**src/rtl/sup_pkg.sv**
```systemverilog
package sup_pkg;
  localparam int unsigned STATUS_W = 4;

  typedef struct packed {
    logic supply_ok;
    logic over_batt;
    logic strobe;
    logic wd_enable;
  } status_t;
endpackage

```
**src/rtl/sup_sync.sv**
```systemverilog
module sup_sync #(
  parameter int unsigned WIDTH  = 4,
  parameter int unsigned STAGES = 2
) (
  input  logic             clk,
  input  logic             rst_n,
  input  logic [WIDTH-1:0] d_i,
  output logic [WIDTH-1:0] q_o
);
  localparam int unsigned LAST = STAGES - 1;

  for (genvar g = 0; g < WIDTH; g++) begin : g_bit
    logic [STAGES-1:0] chain;
    always_ff @(posedge clk or negedge rst_n) begin
      if (!rst_n) chain <= '0;
      else        chain <= {chain[STAGES-2:0], d_i[g]};
    end
    assign q_o[g] = chain[LAST];
  end
endmodule

```
**src/rtl/sup_hold_timer.sv**
```systemverilog
module sup_hold_timer #(
  parameter int unsigned HOLD_TICKS = 25_000_000
) (
  input  logic clk,
  input  logic rst_n,
  input  logic low_i,
  output logic hold_o
);
  localparam int unsigned CW = (HOLD_TICKS > 1) ? $clog2(HOLD_TICKS) : 1;
  localparam logic [CW-1:0] LAST = CW'(HOLD_TICKS - 1);

  logic [CW-1:0] cnt;
  logic          busy;

  always_ff @(posedge clk or negedge rst_n) begin
    if (!rst_n) begin
      busy <= 1'b1;
      cnt  <= '0;
    end else if (low_i) begin
      busy <= 1'b1;
      cnt  <= '0;
    end else if (busy) begin
      if (cnt == LAST) begin
        busy <= 1'b0;
        cnt  <= '0;
      end else begin
        cnt <= cnt + 1'b1;
      end
    end
  end

  assign hold_o = busy;

  // a low supply always re-arms the hold
  p_low_rearms_r2: assert property (@(posedge clk) disable iff (!rst_n)
    low_i |=> hold_o);
  // the hold only releases while the supply is good
  p_release_good_r2: assert property (@(posedge clk) disable iff (!rst_n)
    $fell(hold_o) |-> !low_i);
  // count stays inside its window
  p_cnt_bound_r2: assert property (@(posedge clk) disable iff (!rst_n)
    cnt <= LAST);
endmodule

```
**src/rtl/sup_watchdog.sv**
```systemverilog
module sup_watchdog #(
  parameter int unsigned PERIOD_TICKS = 200_000_000,
  parameter int unsigned PULSE_TICKS  = 25_000_000
) (
  input  logic clk,
  input  logic rst_n,
  input  logic clear_i,
  input  logic enable_i,
  input  logic strobe_i,
  output logic pulse_o,
  output logic expired_o
);
  localparam int unsigned PW = (PERIOD_TICKS > 1) ? $clog2(PERIOD_TICKS) : 1;
  localparam int unsigned UW = (PULSE_TICKS > 1) ? $clog2(PULSE_TICKS) : 1;
  localparam logic [PW-1:0] PER_LAST = PW'(PERIOD_TICKS - 1);
  localparam logic [UW-1:0] PUL_LAST = UW'(PULSE_TICKS - 1);

  logic          strobe_q;
  logic          edge_seen;
  logic          quiet;
  logic [PW-1:0] wd_cnt;
  logic [UW-1:0] pul_cnt;
  logic          pulse_q;
  logic          expired_q;

  always_ff @(posedge clk or negedge rst_n) begin
    if (!rst_n) strobe_q <= 1'b0;
    else        strobe_q <= strobe_i;
  end

  assign edge_seen = strobe_i ^ strobe_q;
  assign quiet     = clear_i | ~enable_i;

  always_ff @(posedge clk or negedge rst_n) begin
    if (!rst_n) begin
      wd_cnt    <= '0;
      pul_cnt   <= '0;
      pulse_q   <= 1'b0;
      expired_q <= 1'b0;
    end else if (quiet) begin
      wd_cnt    <= '0;
      pul_cnt   <= '0;
      pulse_q   <= 1'b0;
      expired_q <= 1'b0;
    end else begin
      if (pulse_q) begin
        if (pul_cnt == PUL_LAST) begin
          pulse_q <= 1'b0;
          pul_cnt <= '0;
        end else begin
          pul_cnt <= pul_cnt + 1'b1;
        end
        wd_cnt <= '0;
      end else if (edge_seen) begin
        wd_cnt <= '0;
      end else if (wd_cnt == PER_LAST) begin
        wd_cnt    <= '0;
        pul_cnt   <= '0;
        pulse_q   <= 1'b1;
        expired_q <= 1'b1;
      end else begin
        wd_cnt <= wd_cnt + 1'b1;
      end
      if (edge_seen) expired_q <= 1'b0;
    end
  end

  assign pulse_o   = pulse_q;
  assign expired_o = expired_q;

  // disabled or cleared watchdog stays silent
  p_quiet_silent_r11: assert property (@(posedge clk) disable iff (!rst_n)
    quiet |=> !pulse_o && !expired_o);
  // a serviced strobe releases the expired flag
  p_service_release_r9: assert property (@(posedge clk) disable iff (!rst_n)
    edge_seen && !quiet |=> !expired_o);
  // a new pulse always comes with the expired flag
  p_pulse_flags_r9: assert property (@(posedge clk) disable iff (!rst_n)
    $rose(pulse_o) |-> expired_o);
  // the period count is held during a pulse
  p_idle_in_pulse_r8: assert property (@(posedge clk) disable iff (!rst_n)
    pulse_o |-> wd_cnt == '0);
  // pulse counter stays in range
  p_pulse_bound_r7: assert property (@(posedge clk) disable iff (!rst_n)
    pul_cnt <= PUL_LAST);
endmodule

```
**src/rtl/supply_supervisor.sv**
```systemverilog
module supply_supervisor #(
  parameter int unsigned HOLD_TICKS   = 25_000_000,
  parameter int unsigned PERIOD_TICKS = 200_000_000,
  parameter int unsigned SYNC_STAGES  = 2
) (
  input  logic clk,
  input  logic rst_n,
  input  logic supply_ok_i,
  input  logic over_batt_i,
  input  logic wd_strobe_i,
  input  logic wd_enable_i,
  input  logic ce_n_i,
  output logic rst_n_o,
  output logic wdo_n_o,
  output logic lowline_n_o,
  output logic batt_on_o,
  output logic ce_n_o
);
  import sup_pkg::*;

  status_t raw;
  status_t syn;
  logic    low_supply;
  logic    hold;
  logic    wd_pulse;
  logic    wd_expired;

  assign raw = '{supply_ok: supply_ok_i, over_batt: over_batt_i,
                 strobe: wd_strobe_i, wd_enable: wd_enable_i};

  sup_sync #(.WIDTH(STATUS_W), .STAGES(SYNC_STAGES)) i_sync (
    .clk (clk),
    .rst_n (rst_n),
    .d_i (raw),
    .q_o (syn)
  );

  assign low_supply = ~syn.supply_ok;

  sup_hold_timer #(.HOLD_TICKS(HOLD_TICKS)) i_hold (
    .clk (clk),
    .rst_n (rst_n),
    .low_i (low_supply),
    .hold_o (hold)
  );

  sup_watchdog #(.PERIOD_TICKS(PERIOD_TICKS), .PULSE_TICKS(HOLD_TICKS)) i_wdog (
    .clk (clk),
    .rst_n (rst_n),
    .clear_i (hold),
    .enable_i (syn.wd_enable),
    .strobe_i (syn.strobe),
    .pulse_o (wd_pulse),
    .expired_o (wd_expired)
  );

  assign rst_n_o     = ~(low_supply | hold | wd_pulse);
  assign wdo_n_o     = ~wd_expired;
  assign lowline_n_o = syn.supply_ok;
  assign batt_on_o   = syn.supply_ok & syn.over_batt;
  assign ce_n_o      = syn.supply_ok ? ce_n_i : 1'b1;

  // memory enable is blocked whenever low-line is flagged
  p_ce_blocked_r4: assert property (@(posedge clk) disable iff (!rst_n)
    !lowline_n_o |-> ce_n_o);
  // battery-on implies a good supply
  p_batt_good_r5: assert property (@(posedge clk) disable iff (!rst_n)
    batt_on_o |-> lowline_n_o);
  // low-line always means reset
  p_lowline_reset_r2: assert property (@(posedge clk) disable iff (!rst_n)
    !lowline_n_o |-> !rst_n_o);
  // supply hold and watchdog pulse never overlap
  p_no_overlap_r12: assert property (@(posedge clk) disable iff (!rst_n)
    hold |=> !wd_pulse);
endmodule

```
**config.mk**
```make
export PLATFORM = sky130hd
export DESIGN_NAME = supply_supervisor
export DESIGN_NICKNAME = d
export VERILOG_FILES = /design/src/rtl/sup_pkg.sv /design/src/rtl/sup_sync.sv /design/src/rtl/sup_hold_timer.sv /design/src/rtl/sup_watchdog.sv /design/src/rtl/supply_supervisor.sv
export SDC_FILE = /design/constraint.sdc
export NUM_CORES = 1
export LEC_CHECK = 0
export ABC_CLOCK_PERIOD_IN_PS = 2730
export BUFFER_PORTS_ARGS = -buffer_cell sky130_fd_sc_hd__buf_4
export CORE_ASPECT_RATIO = 0.5
export CORE_UTILIZATION = 25
export DETAILED_ROUTE_END_ITERATION = 12
export PLACE_DENSITY = 0.5
export SETUP_SLACK_MARGIN = 0.1
export SYNTH_ARGS = -nofsm -noshare
export SYNTH_HDL_FRONTEND = slang
export SYNTH_SLANG_ARGS = --single-unit
```
**constraint.sdc**
```tcl
create_clock -name clk -period 2.73 [get_ports clk]
set_clock_uncertainty 0.1 [all_clocks]
set_input_delay 0.273 -clock clk [delete_from_list [all_inputs] [get_ports clk]]
set_output_delay 0.273 -clock clk [all_outputs]
set_load 0.02 [all_outputs]
```
* After elaboration in Yosys (flattened, before gate mapping)
Cells that the tools add are included.
** Word-level totals
- Bits in registers :: 90
- Latch bits :: 0
- Output and inout bits :: 5
- Bits in writable memories :: 0
- Word-level logic and storage cells :: 58
- Input port bits :: 7
- Memories kept :: 0
- ROM bits :: 0
** Cells by class
- Muxes and demuxes :: 25
- Equality and inequality tests :: 6
- $add $sub $neg :: 3
- Magnitude comparators :: 0
- Shift-type cells :: 0
- Bitwise logic cells :: 9
- Divide/modulo/power cells :: 0
- Reductions and logical operators :: 4
- Multiply operators :: 0
** Operator list (number)
- 2-to-1 mux 25 bit :: 8
- 2-to-1 mux 28 bit :: 4
- adder 25 x 1 -> 25 bit (second input constant) :: 2
- == test 25 bit (second input constant) :: 2
- adder 28 x 1 -> 28 bit (second input constant) :: 1
- == test 28 bit (second input constant) :: 1
- 2-to-1 mux 1 bit :: 13
- nonzero test 3 bit :: 2
- NOT 1 bit :: 4
- AND reduction 2 bit :: 2
- != test 3 x 1 -> 1 bit (second input constant) :: 1
- != test 3 bit (second input constant) :: 1
- bitwise OR 1 bit :: 3
- != test 2 x 1 -> 1 bit (second input constant) :: 1
- bitwise AND 1 bit :: 1
- bitwise XOR 1 bit :: 1

* Logic depth before layout (Yosys ltp)
Gate-level depths: netlist of run 1.
- Word-level depth :: 5
- Gate-level depth with buffers :: 8
- Depth with buffers taken out :: 6

* Modules after synthesis
From an unflattened synthesis of run 1, not the netlist that was laid out.
** Second synthesis, totals
- Cells, all modules :: 511
- Area, all modules :: 4779.6 um^2
** By module, submodules not included
- sup_watchdog :: seq. area each 1401.3 um^2, cells each 320, instances 1, area an instance 2934.1 um^2
- sup_hold_timer :: seq. area each 651.9 um^2, cells each 174, instances 1, area an instance 1581.5 um^2
- sup_sync :: seq. area each 200.2 um^2, cells each 12, instances 1, area an instance 230.2 um^2
- supply_supervisor :: seq. area each 0.0 um^2, cells each 5, instances 1, area an instance 33.8 um^2

* Worst setup path before layout of run 1
No wires, ideal clock.
- Kind :: flip-flop to flip-flop
- Start point :: reg i_hold.cnt[0]
- End point :: reg i_hold.cnt[24]
- Buffers on the path :: 2
- Required time :: 2.551 ns
- Setup slack :: 0.539 ns
- Arrival :: 2.011 ns
- Stages on the path, launching flop included :: 9
- Library setup time :: 0.079 ns
- Clock period less this slack :: 2.191 ns
- Cells stage by stage :: dfrtp_1 -> ha_1 -> and4_1 -> and4_1 -> a21oi_1 -> buf_2 -> buf_2 -> nand4_1 -> mux2i_1
** Between the ends
- Word-level cells in the longest chain between the ends :: 4
- Elaborated cells on any way between the ends :: 5
- Those cells by class :: 1 x add/sub; 1 x eq/ne; 3 x mux
** Ends and longest elaborated chain
- from (decl) :: RTL line sup_hold_timer.sv:12 : logic [CW-1:0] cnt;
- from (signal assigned) :: RTL line sup_hold_timer.sv:27 : cnt <= cnt + 1'b1;
- adder 25 x 1 -> 25 bit or == test 25 bit (tied branches) :: RTL line sup_hold_timer.sv:27, sup_hold_timer.sv:23
- 2-to-1 mux 25 bit (*) :: RTL line sup_hold_timer.sv:23 : if (cnt == LAST) begin
- 2-to-1 mux 25 bit (*) :: RTL line sup_hold_timer.sv:22 : end else if (busy) begin
- 2-to-1 mux 25 bit (*) :: RTL line sup_hold_timer.sv:19 : end else if (low_i) begin
Every way passes the cells marked *; elsewhere a longest branch is shown, timed or not. The select of a mux whose other input is x is not followed.
A chain may end at the register's enable or synchronous reset.

* Worst setup path in the final report of run 1
- Start point :: reg i_wdog.pul_cnt[15]
- End point :: reg i_wdog.pul_cnt[17]
** Between the ends
- Word-level cells in the longest chain between the ends :: 4
- Elaborated cells on any way between the ends :: 5
- Those cells by class :: 1 x add/sub; 1 x eq/ne; 3 x mux
** Ends and longest elaborated chain
- from (decl) :: RTL line sup_watchdog.sv:22 : logic [UW-1:0] pul_cnt;
- from (signal assigned) :: RTL line sup_watchdog.sv:51 : pul_cnt <= pul_cnt + 1'b1;
- adder 25 x 1 -> 25 bit or == test 25 bit (tied branches) :: RTL line sup_watchdog.sv:51, sup_watchdog.sv:47
- 2-to-1 mux 25 bit (*) :: RTL line sup_watchdog.sv:47 : if (pul_cnt == PUL_LAST) begin
- 2-to-1 mux 25 bit (*) :: RTL line sup_watchdog.sv:46 : if (pulse_q) begin
- 2-to-1 mux 25 bit (*) :: RTL line sup_watchdog.sv:40 : end else if (quiet) begin
Every way passes the cells marked *; elsewhere a longest branch is shown, timed or not.

==> results of run 1 <==
[final cells by class]
class | count | share of cell area
multi-input combinational | 362 | 0.409
clock inverter | 7 | 0.0143
clock buffer | 9 | 0.0423
timing repair buffer | 32 | 0.0498
sequential | 90 | 0.423
tap | 234 | 0.0549
inverter | 9 | 0.00634
[per-stage QoR]
stage	worst slack, ns	instance area, sq um	instances
finish	0.311	5330	743
floorplan	0.539	4570	481
detailed placement	0.322	4980	722
global route	0.169	5330	743
global placement	0.384	4980	722
CTS	0.321	5330	743
[worst max-delay path, stage by stage (launching register included)]
cell	delay (ns)
dfrtp_1	0.45
or4b_4	0.57
nor4_4	0.30
a31oi_2	0.31
buf_4	0.28
a41oi_1	0.21
a31oi_1	0.07
[worst paths after layout]
check,from,endpoint,slack (ns)
worst max-delay path,i_wdog.pul_cnt[15],i_wdog.pul_cnt[17],0.31
worst min-delay path,i_sync.g_bit[0].chain[0],i_sync.g_bit[0].chain[1],0.25
worst max register to register,i_wdog.pul_cnt[15],i_wdog.pul_cnt[17],0.31
worst min register to register,i_sync.g_bit[0].chain[0],i_sync.g_bit[0].chain[1],0.25
max in group asynchronous,rst_n,i_hold.hold_o,1.47
min in group asynchronous,rst_n,i_sync.g_bit[2].chain[1],0.40
[cells by family after synthesis]
logic type | after synthesis | share of synthesized area
AO/OA/AOI/OAI | 105 | 0.149
buffers and inverters | 29 | 0.0304
multiplexers | 4 | 0.00903
AND/OR/NAND/NOR | 222 | 0.256
adder cells (fa/ha/maj) | 3 | 0.00821
XOR/XNOR | 28 | 0.0537
flip-flops | 90 | 0.493
[sequential cells by signal, indices dropped and copies added (netlist names)]
signal and cells:
i_wdog.wd_cnt 28, i_hold.cnt 25, i_wdog.pul_cnt 25, i_sync.g_bit.chain 8, i_hold.hold_o 1, i_wdog.expired_o 1, i_wdog.pulse_o 1, i_wdog.strobe_q 1
[cell usage after synthesis (4+ instances only)]
| cell type | n |
|---|---|
| a21o_1 | 5 |
| and4_1 | 6 |
| a22o_1 | 5 |
| nand2_1 | 51 |
| o21ai_0 | 11 |
| clkbuf_1 | 13 |
| nor4_1 | 8 |
| nand3_1 | 30 |
| nand2b_1 | 8 |
| xor2_1 | 21 |
| nor2_1 | 44 |
| a31oi_1 | 35 |
| and2_1 | 4 |
| nor3_1 | 9 |
| xnor2_1 | 7 |
| a41oi_1 | 7 |
| and3_1 | 18 |
| inv_1 | 9 |
| a21oi_1 | 28 |
| dfrtp_1 | 89 |
| nand4_1 | 22 |
[layer usage]
metal  wire length, microns  vias to the layer above  global-route usage
met5                      0                        -                   0
met4                    121                        0              0.0345
met3                    253                        9              0.0264
met2                   4530                       31               0.179
met1                   5390                     1798               0.157
li1                       -                     1819                   -
[power by group through the flow]
| stage | combinational [uW] | clock, uW | sequential [uW] |
|---|---|---|---|
| 2_1_floorplan | 38.8 | 0 | 1400 |
| 3_3_place_gp | 91.3 | 0 | 1400 |
| 3_5_place_dp | 91.2 | 0 | 1400 |
| 4_1_cts | 97.3 | 1310 | 1380 |
| 5_1_grt | 107 | 1360 | 1380 |
| 6_report | 93.3 | 1260 | 1380 |
[repair_timing]
| item | in CTS | in global routing |
|---|---|---|
| hold buffers | 5 | 0 |
| endpoints found under the hold margin | 48 | 0 |
| setup endpoints to repair | 0 | 0 |
==> qor.yml, run 1 <==
outcome:
  status: "finished clean"
finish:
  final_common_cell: "dfrtp_1"
  finalCoreUtilization: 0.303
  antenna_cells: 0
  area_growth_pct: 16.6
  multi_input_area_sq_um: 2180
  final-seq-area_sq_um: 2250
  nets: 514
  nFillCells: 1880
  layout_common_cells: "dfrtp_1 (89), nand2_1 (51), nor2_1 (44)"
  drive_gt1_frac: 0.104
timing:
  tightestPinTransition_ns: 0.716
  slew-limit-headroom: 0.518
  rsz0062_at_grt: "false"
  period_share: 0.886
  fin_tns_setup_ns: 0
  finalHoldViolations: 0
  drv_slew: 0
  hold_slack_ns: 0.248
  max_freq_mhz: 413
  period_needed_ns: 2.42
  setup_viol: 0
clock_tree:
  clk_pin_slew_ns: 0.06
  clockBufferDepth: 2
  tritoncts: "built"
  cts_resized: 0
  htreeDepth: 3
  cts-buffers-inserted: 9
  cts.sinks: 90
  clkLatencyLatePin_ns: 0.34
  cts_setup_buffers: 0
  root_buffer: "clkbuf_16"
min_path:
  holdCritPathClass: "reg -> reg"
  worstHoldPathCells: 0
floorplanning:
  io_pins: 12
  placeableCoreArea_sq_um: 17600
  die_w_microns: 193
  die-area_sq_um: 18900
  fp.dieH_microns: 97.6
  floorplan.initialDensity: 0.260
  rows: 34
run:
  max-cap-violations: 0
worst_setup_path:
  required_ns: 2.83
  cp-end-kind: "register"
  crit_arrival_ns: 2.52
  crit_type: "reg -> reg"
  worst-path-max-fanout: 13
  crit_path_start_kind: "register"
  r2r_cells: 6
drt:
  totalWireLength_microns: 10300
  drc: 0
  dr.pass1.iters: 6
  detail_route.wl_per_cell_microns: 13.9
  detail-route-antenna-nets: 0
  vias_per_cell: 4.92
  vias: 3657
  drt_iter0_markers: 238
power:
  internal-power_uw: 2110
  p_clk_frac: 0.461
  combPwrFrac: 0.034
  power.density_nw_per_um2: 512
  p_switching_uw: 622
  p_leak_uw: 0.00215
  power_uw: 2730
  peakVddDrop_mv: 0.322
  power_frac_seq: 0.504
  sw_frac_of_total: 0.228
synth:
  avgSynthCellArea_sq_um: 9.50
  syn_inst: 481
  synth_top_area_frac: 0.487
  synth_ff_type: "dfrtp_1"
  synth_nets: 491
  yosysTopAreaCell: "dfrtp_1"
  yosysSeqAreaShare: 0.493
  synthArstFlopShare: 1.00
  ys_ff_latch: 90
  syn_area_sq_um: 4570
  yosys_warnings: 0
  netlist_top_cells_area: "dfrtp_1 (49%), a31oi_1 (4.8%), nand2_1 (4.2%)"
  yosys.cell_types.count: 51
  synth_edf_count: 0
global_route:
  grt_max_degree: 47
  grt_pass1_wl_microns: 17700
  grt_pass1_vias: 3526
  overflow: 0
  grt_antenna_before_repair: 0
  grtUsageTotal: 0.115
placement:
  hpwl_microns: 6970
  place_congestion: 0.770
  io_buffer_count: 11
Note: power is estimated with default switching activity, not from simulation.
==> run 2: changes to the inputs <==
--- a/config.mk
+++ b/config.mk
@@ -8,9 +8,9 @@
 export ABC_CLOCK_PERIOD_IN_PS = 2730
 export BUFFER_PORTS_ARGS = -buffer_cell sky130_fd_sc_hd__buf_4
 export CORE_ASPECT_RATIO = 0.5
-export CORE_UTILIZATION = 25
+export CORE_UTILIZATION = 62
 export DETAILED_ROUTE_END_ITERATION = 12
-export PLACE_DENSITY = 0.5
+export PLACE_DENSITY = 0.9
 export SETUP_SLACK_MARGIN = 0.1
 export SYNTH_ARGS = -nofsm -noshare
 export SYNTH_HDL_FRONTEND = slang
==> run 2 against run 1 <==
Critical endpoint unchanged. Register-to-register slack got worse by 0.02 ns. Largest power group unchanged. Clock power shrank 9%. Global-route usage is 15 points higher. Worst setup slack lost 0.025 ns. Die area shrank 59%. Sequential power barely moved. Non-clock buffer count fell by 3.
==> qor.yml, run 2 (synthesis gave the netlist of run 1 again) <==
timing:
  setup_viol: 0  # unchanged
  finalHoldViolations: 0  # unchanged
  period_share: 0.895  # +0.00908
  max_freq_mhz: 409  # -1.0%
  slew-limit-headroom: 0.402  # -0.116
  drv_slew: 0  # unchanged
  period_needed_ns: 2.44  # +0.0248 ns
  rsz0062_at_grt: "false"
  tightestPinTransition_ns: 0.896  # +0.180 ns
  fin_tns_setup_ns: 0  # unchanged
placement:
  hpwl_microns: 6310  # -9.6%
  io_buffer_count: 11  # unchanged
  place_congestion: 0.849  # +10%
global_route:
  use_met1: 0.347  # +0.190
  overflow: 0  # unchanged
  grtUsageMet3: 0.0721  # +0.0457
  grt_pass1_vias: 3430  # -2.7%
  grt_max_degree: 74  # +57%
  grt_antenna_before_repair: 0  # unchanged
  grtUsageMet2: 0.419  # +0.240
  busiest_layer: "met2"
  grt_pass1_wl_microns: 15800  # -11%
  grtUsageTotal: 0.266  # +0.151
min_path:
  hold_path_startpoint: "i_sync.g_bit[3].chain[0]"
  holdCritPathClass: "reg -> reg"
  worstHoldPathCells: 0  # unchanged
power:
  p_leak_uw: 0.00213  # -1.1%
  p_clk_frac: 0.439  # -0.022
  power_frac_seq: 0.527  # +0.023
  internal-power_uw: 2050  # -2.6%
  p_switching_uw: 566  # -9.1%
  sw_frac_of_total: 0.216  # -0.0119
  combPwrFrac: 0.034  # about the same
  power.density_nw_per_um2: 514  # +0.43%
  peakVddDrop_mv: 0.385  # +19%
finish:
  nFillCells: 504  # -73%
  finalCoreUtilization: 0.737  # +0.434
  top_register: "i_wdog.wd_cnt"
  largest_registers: "i_wdog.wd_cnt (28), i_hold.cnt (25), i_wdog.pul_cnt (25)"
  area_growth_pct: 11.4
  drive_gt1_frac: 0.0949  # -0.00926
  nets: 511  # -0.58%
  layout_common_cells: "dfrtp_1 (89), nand2_1 (51), nor2_1 (44)"
  multi_input_area_sq_um: 2180  # unchanged
  final-seq-area_sq_um: 2250  # unchanged
  final_common_cell: "dfrtp_1"
  largest_reg_flops: 28  # unchanged
  antenna_cells: 0  # unchanged
floorplanning:
  io_pins: 12  # unchanged
  die_w_microns: 123  # -36%
  placeableCoreArea_sq_um: 6910  # -61%
  die-area_sq_um: 7740  # -59%
  fp.dieH_microns: 62.7  # -36%
  floorplan.initialDensity: 0.661  # +0.402
  rows: 21  # -38%
drt:
  detail_route.wl_per_cell_microns: 15.6  # +13%
  drc: 0  # unchanged
  vias_per_cell: 6.25  # +27%
  dr.pass1.iters: 5  # -1
  detail-route-antenna-nets: 0  # unchanged
  drt_iter0_markers: 289  # +21%
  totalWireLength_microns: 9350  # -9.2%
  vias: 3740  # +2.3%
clock_tree:
  cts.sinks: 90  # unchanged
  cts-buffers-inserted: 9  # unchanged
  root_buffer: "clkbuf_16"
  htreeDepth: 3  # unchanged
  clockBufferDepth: 2  # unchanged
  clk_pin_slew_ns: 0.06  # about the same
  tritoncts: "built"
  clkLatencyLatePin_ns: 0.34  # about the same
worst_setup_path:
  worst-path-stages: 6  # unchanged
  crit_path_start_kind: "register"
  required_ns: 2.85  # +0.02 ns
  crit_arrival_ns: 2.56  # +0.04 ns
  reg2reg_from: "i_wdog.pul_cnt[15]"
  worstPathCellList: "or4b_4 > nor4_4 > a31oi_2 > buf_4 > a41oi_1 > a31oi_1"
  slowest_stage: "or4b_4"
  worst-path-max-fanout: 14  # +1
  cp-end-kind: "register"
  rrSetupSlack_ns: 0.29  # -0.02 ns
  cp-startpoint: "i_wdog.pul_cnt[15]"
  crit_type: "reg -> reg"
  timing.critical_path.slowest_cell_delay_ns: 0.58  # about the same
  cp_top_family: "simple AND/OR/NAND/NOR gates"
  r2r_cells: 6  # unchanged
  crit_buf_inv: 1  # unchanged
run:
  max-cap-violations: 0  # unchanged
outcome:
  status: "finished clean"
[run 2: worst paths after layout]
kind	endpoint
worst max register to register	i_wdog.pul_cnt[17]
worst max-delay path	i_wdog.pul_cnt[17]
max in group asynchronous	i_sync.g_bit[2].chain[0]
min in group asynchronous	i_wdog.wd_cnt[9]
worst min register to register	i_sync.g_bit[3].chain[1]
worst min-delay path	i_sync.g_bit[3].chain[1]
[run 2: layout make-up]
type                    instances  area share
clock buffers                  13      0.0511
clock inverters                 3     0.00295
inverters                       9     0.00664
multi-input cells             362       0.429
flip-flops and latches         90       0.443
well taps                      92      0.0226
repair buffers                 29      0.0452
[run 2: metal layers]
| metal | wire length (microns) | up-vias |
|---|---|---|
| met5 | 0 | - |
| met4 | 176 | 0 |
| met3 | 464 | 15 |
| met2 | 4320 | 97 |
| met1 | 4390 | 1813 |
| li1 | - | 1815 |
[run 2: worst register-to-register path: cells and delay by family (launching register included)]
family	cells	cell delay, ns
AO/OA/AOI/OAI	3	0.58
buffers and inverters	1	0.29
flip-flops	1	0.46
AND/OR/NAND/NOR	2	0.89
[run 2: power by group through the flow]
stage	sequential [uW]	combinational [uW]	clock (uW)
6_report	1380	89.0	1150
3_3_place_gp	1400	82.7	0
4_1_cts	1380	91.4	1170
5_1_grt	1380	103	1230
3_5_place_dp	1400	85.4	0
2_1_floorplan	1400	38.8	0
[run 2: per-stage QoR]
step,instances,setup slack (ns),total power (uW),instance area [sq um],hold slack [ns]
after detailed placement,577,0.328,1490,4760,0.236
after global placement,577,0.385,1480,4760,0.234
after global routing,598,0.195,2710,5090,0.256
final,598,0.287,2620,5090,0.248
after CTS,598,0.326,2640,5090,0.249
after floorplan,481,0.539,1440,4570,-0.123
[run 2: what timing repair did]
action,CTS,global route
endpoints found under the hold margin,13,0
buffers inserted,0,0
hold buffers,5,0
resized for setup,0,0
==> run 3: changes to the inputs <==
--- a/config.mk
+++ b/config.mk
@@ -8,9 +8,9 @@
 export ABC_CLOCK_PERIOD_IN_PS = 2730
 export BUFFER_PORTS_ARGS = -buffer_cell sky130_fd_sc_hd__buf_4
 export CORE_ASPECT_RATIO = 0.5
-export CORE_UTILIZATION = 62
+export CORE_UTILIZATION = 35
 export DETAILED_ROUTE_END_ITERATION = 12
-export PLACE_DENSITY = 0.9
+export PLACE_DENSITY = 0.61
 export SETUP_SLACK_MARGIN = 0.1
 export SYNTH_ARGS = -nofsm -noshare
 export SYNTH_HDL_FRONTEND = slang
==> run 3 against run 2 <==
Flip-flop and latch count did not move. Critical endpoint unchanged. Highest routed layer unchanged. Fmax rose by 4.9%. Final cell count increased by 13%. Wire length is 2.2% higher. Clock-buffer cell count is 1 lower. Die area rose by 75%. Combinational power grew 2.8%. Worst hold slack barely moved. Register-to-register slack gained 0.11 ns.
==> qor.yml, run 3 (synthesis gave the netlist of run 1 again) <==
placement:
  place_area_sq_um: 4880  # +2.5%
  io_buffer_count: 11  # unchanged
  hpwl_microns: 6340  # +0.46%
  place_congestion: 0.798  # -6.0%
clock_tree:
  clkLatencyLatePin_ns: 0.35  # about the same
  htreeDepth: 3  # unchanged
  clockBufferDepth: 2  # unchanged
  cts.sinks: 90  # unchanged
  cts-buffers-inserted: 9  # unchanged
  tritoncts: "built"
  clk_pin_slew_ns: 0.07  # about the same
  cts_setup_buffers: 0  # unchanged
  root_buffer: "clkbuf_16"
finish:
  nets: 512  # +0.20%
  final_common_cell: "dfrtp_1"
  layout_common_cells: "dfrtp_1 (89), nand2_1 (51), nor2_1 (44)"
  drive_gt1_frac: 0.0966  # +0.00179
  largest_reg_flops: 28  # unchanged
  largest_registers: "i_wdog.wd_cnt (28), i_hold.cnt (25), i_wdog.pul_cnt (25)"
  area_growth_pct: 13.9
  finalCoreUtilization: 0.410  # -0.327
  top_register: "i_wdog.wd_cnt"
  antenna_cells: 0  # unchanged
  fin_area_sq_um: 5210  # +2.3%
drt:
  totalWireLength_microns: 9560  # +2.2%
  drc: 0  # unchanged
  vias: 3623  # -3.1%
  detail_route.wl_per_cell_microns: 14.1  # -9.7%
  detail-route-antenna-nets: 0  # unchanged
  dr.pass1.iters: 4  # -1
  drt_iter0_markers: 270  # -6.6%
  vias_per_cell: 5.35  # -14%
worst_setup_path:
  reg2reg_from: "i_wdog.pul_cnt[6]"
  cp-startpoint: "i_wdog.pul_cnt[6]"
  crit_type: "reg -> reg"
  crit_path_start_kind: "register"
  rrSetupSlack_ns: 0.40  # +0.11 ns
  crit_arrival_ns: 2.45  # -0.11 ns
  cp-end-kind: "register"
  r2r_cells: 6  # unchanged
  worst-path-max-fanout: 16  # +2
  reg2reg_to: "i_wdog.pul_cnt[17]"
  required_ns: 2.85  # about the same
power:
  p_leak_uw: 0.00212  # -0.18%
  power_uw: 2630  # +0.63%
  power.density_nw_per_um2: 506  # -1.6%
  peakVddDrop_mv: 0.280  # -27%
floorplanning:
  io_pins: 12  # unchanged
  die-area_sq_um: 13500  # +75%
  die_w_microns: 164  # +33%
  placeableCoreArea_sq_um: 12700  # +84%
  fp.dieH_microns: 82.8  # +32%
  floorplan.initialDensity: 0.360  # -0.302
  rows: 29  # +38%
timing:
  finalHoldViolations: 0  # unchanged
  setup_viol: 0  # unchanged
  rsz0062_at_grt: "false"
  slew-limit-headroom: 0.538  # +0.135
  tightestPinTransition_ns: 0.687  # -0.209 ns
  max_freq_mhz: 429  # +4.9%
  period_needed_ns: 2.33  # -0.113 ns
  drv_slew: 0  # unchanged
  period_share: 0.854  # -0.0415
  fin_tns_setup_ns: 0  # unchanged
outcome:
  status: "finished clean"
min_path:
  worstHoldPathCells: 0  # unchanged
  hold_path_startpoint: "i_sync.g_bit[2].chain[0]"
  holdCritPathClass: "reg -> reg"
  whs_endpoint: "i_sync.g_bit[2].chain[1]"
global_route:
  grtUsageTotal: 0.153  # -0.113
  grt_pass1_vias: 3371  # -1.7%
  grt_pass1_wl_microns: 16600  # +5.1%
  grt_antenna_before_repair: 0  # unchanged
  grt_max_degree: 54  # -27%
  overflow: 0  # unchanged
run:
  max-cap-violations: 0  # unchanged
run 3: cell types whose count changed in the layout (fill, tap and decap cells not counted):
cell | previous run | this run
clkbuf_8 | 2 | 1
buf_12 | 0 | 1
clkinvlp_4 | 0 | 3
clkinv_2 | 3 | 1
run 3: metrics by stage:
step / cells / hold WS [ns] / setup slack, ns
4_1_cts: 677 / 0.249 / 0.409
2_1_floorplan: 481 / -0.123 / 0.539
6_report: 677 / 0.248 / 0.400
5_1_grt: 677 / 0.254 / 0.262
3_3_place_gp: 656 / 0.178 / 0.453
3_5_place_dp: 656 / 0.180 / 0.421
run 3: what timing repair did:
item / CTS / global route
hold endpoints to repair: 41 / 0
hold buffers: 5 / 0
gates resized for setup: 0 / 0
run 3: worst max-delay path: stages (launching register included):
cell and delay [ns]:
dfrtp_1 0.43, or4b_4 0.54, nor4_4 0.30, a31oi_2 0.28, buf_4 0.29, a41oi_1 0.21
a31oi_1 0.05
run 3: final cells by class:
type	instances	area, sq um
clock buffer	12	246
clock inverter	4	27.5
fill	1250	7490
inverter	9	33.8
multi-input combinational	362	2180
sequential	90	2250
tap	170	213
timing repair buffer	30	250
run 3: worst max path at each step:
stage	to	slack [ns]	cells after the start
after floorplan	i_hold.cnt[24]	0.54	8
after global placement	i_wdog.pul_cnt[17]	0.45	6
after detailed placement	i_wdog.pul_cnt[17]	0.42	6
after CTS	i_wdog.pul_cnt[17]	0.41	6
after global routing	i_wdog.pul_cnt[10]	0.26	7
final	i_wdog.pul_cnt[17]	0.40	6
run 3: power breakdown:
| part | internal (uW) | switching [uW] |
|---|---|---|
| Sequential | 1350 | 23.2 |
| Combinational | 35.9 | 55.7 |
| Clock | 641 | 524 |
run 3: per-layer routing:
layer,track usage,vias up,part of all wire
met5,0,-,0
met4,0.0497,0,0.0073
met3,0.0375,10,0.029
met2,0.230,47,0.45
met1,0.216,1748,0.51
li1,-,1818,-
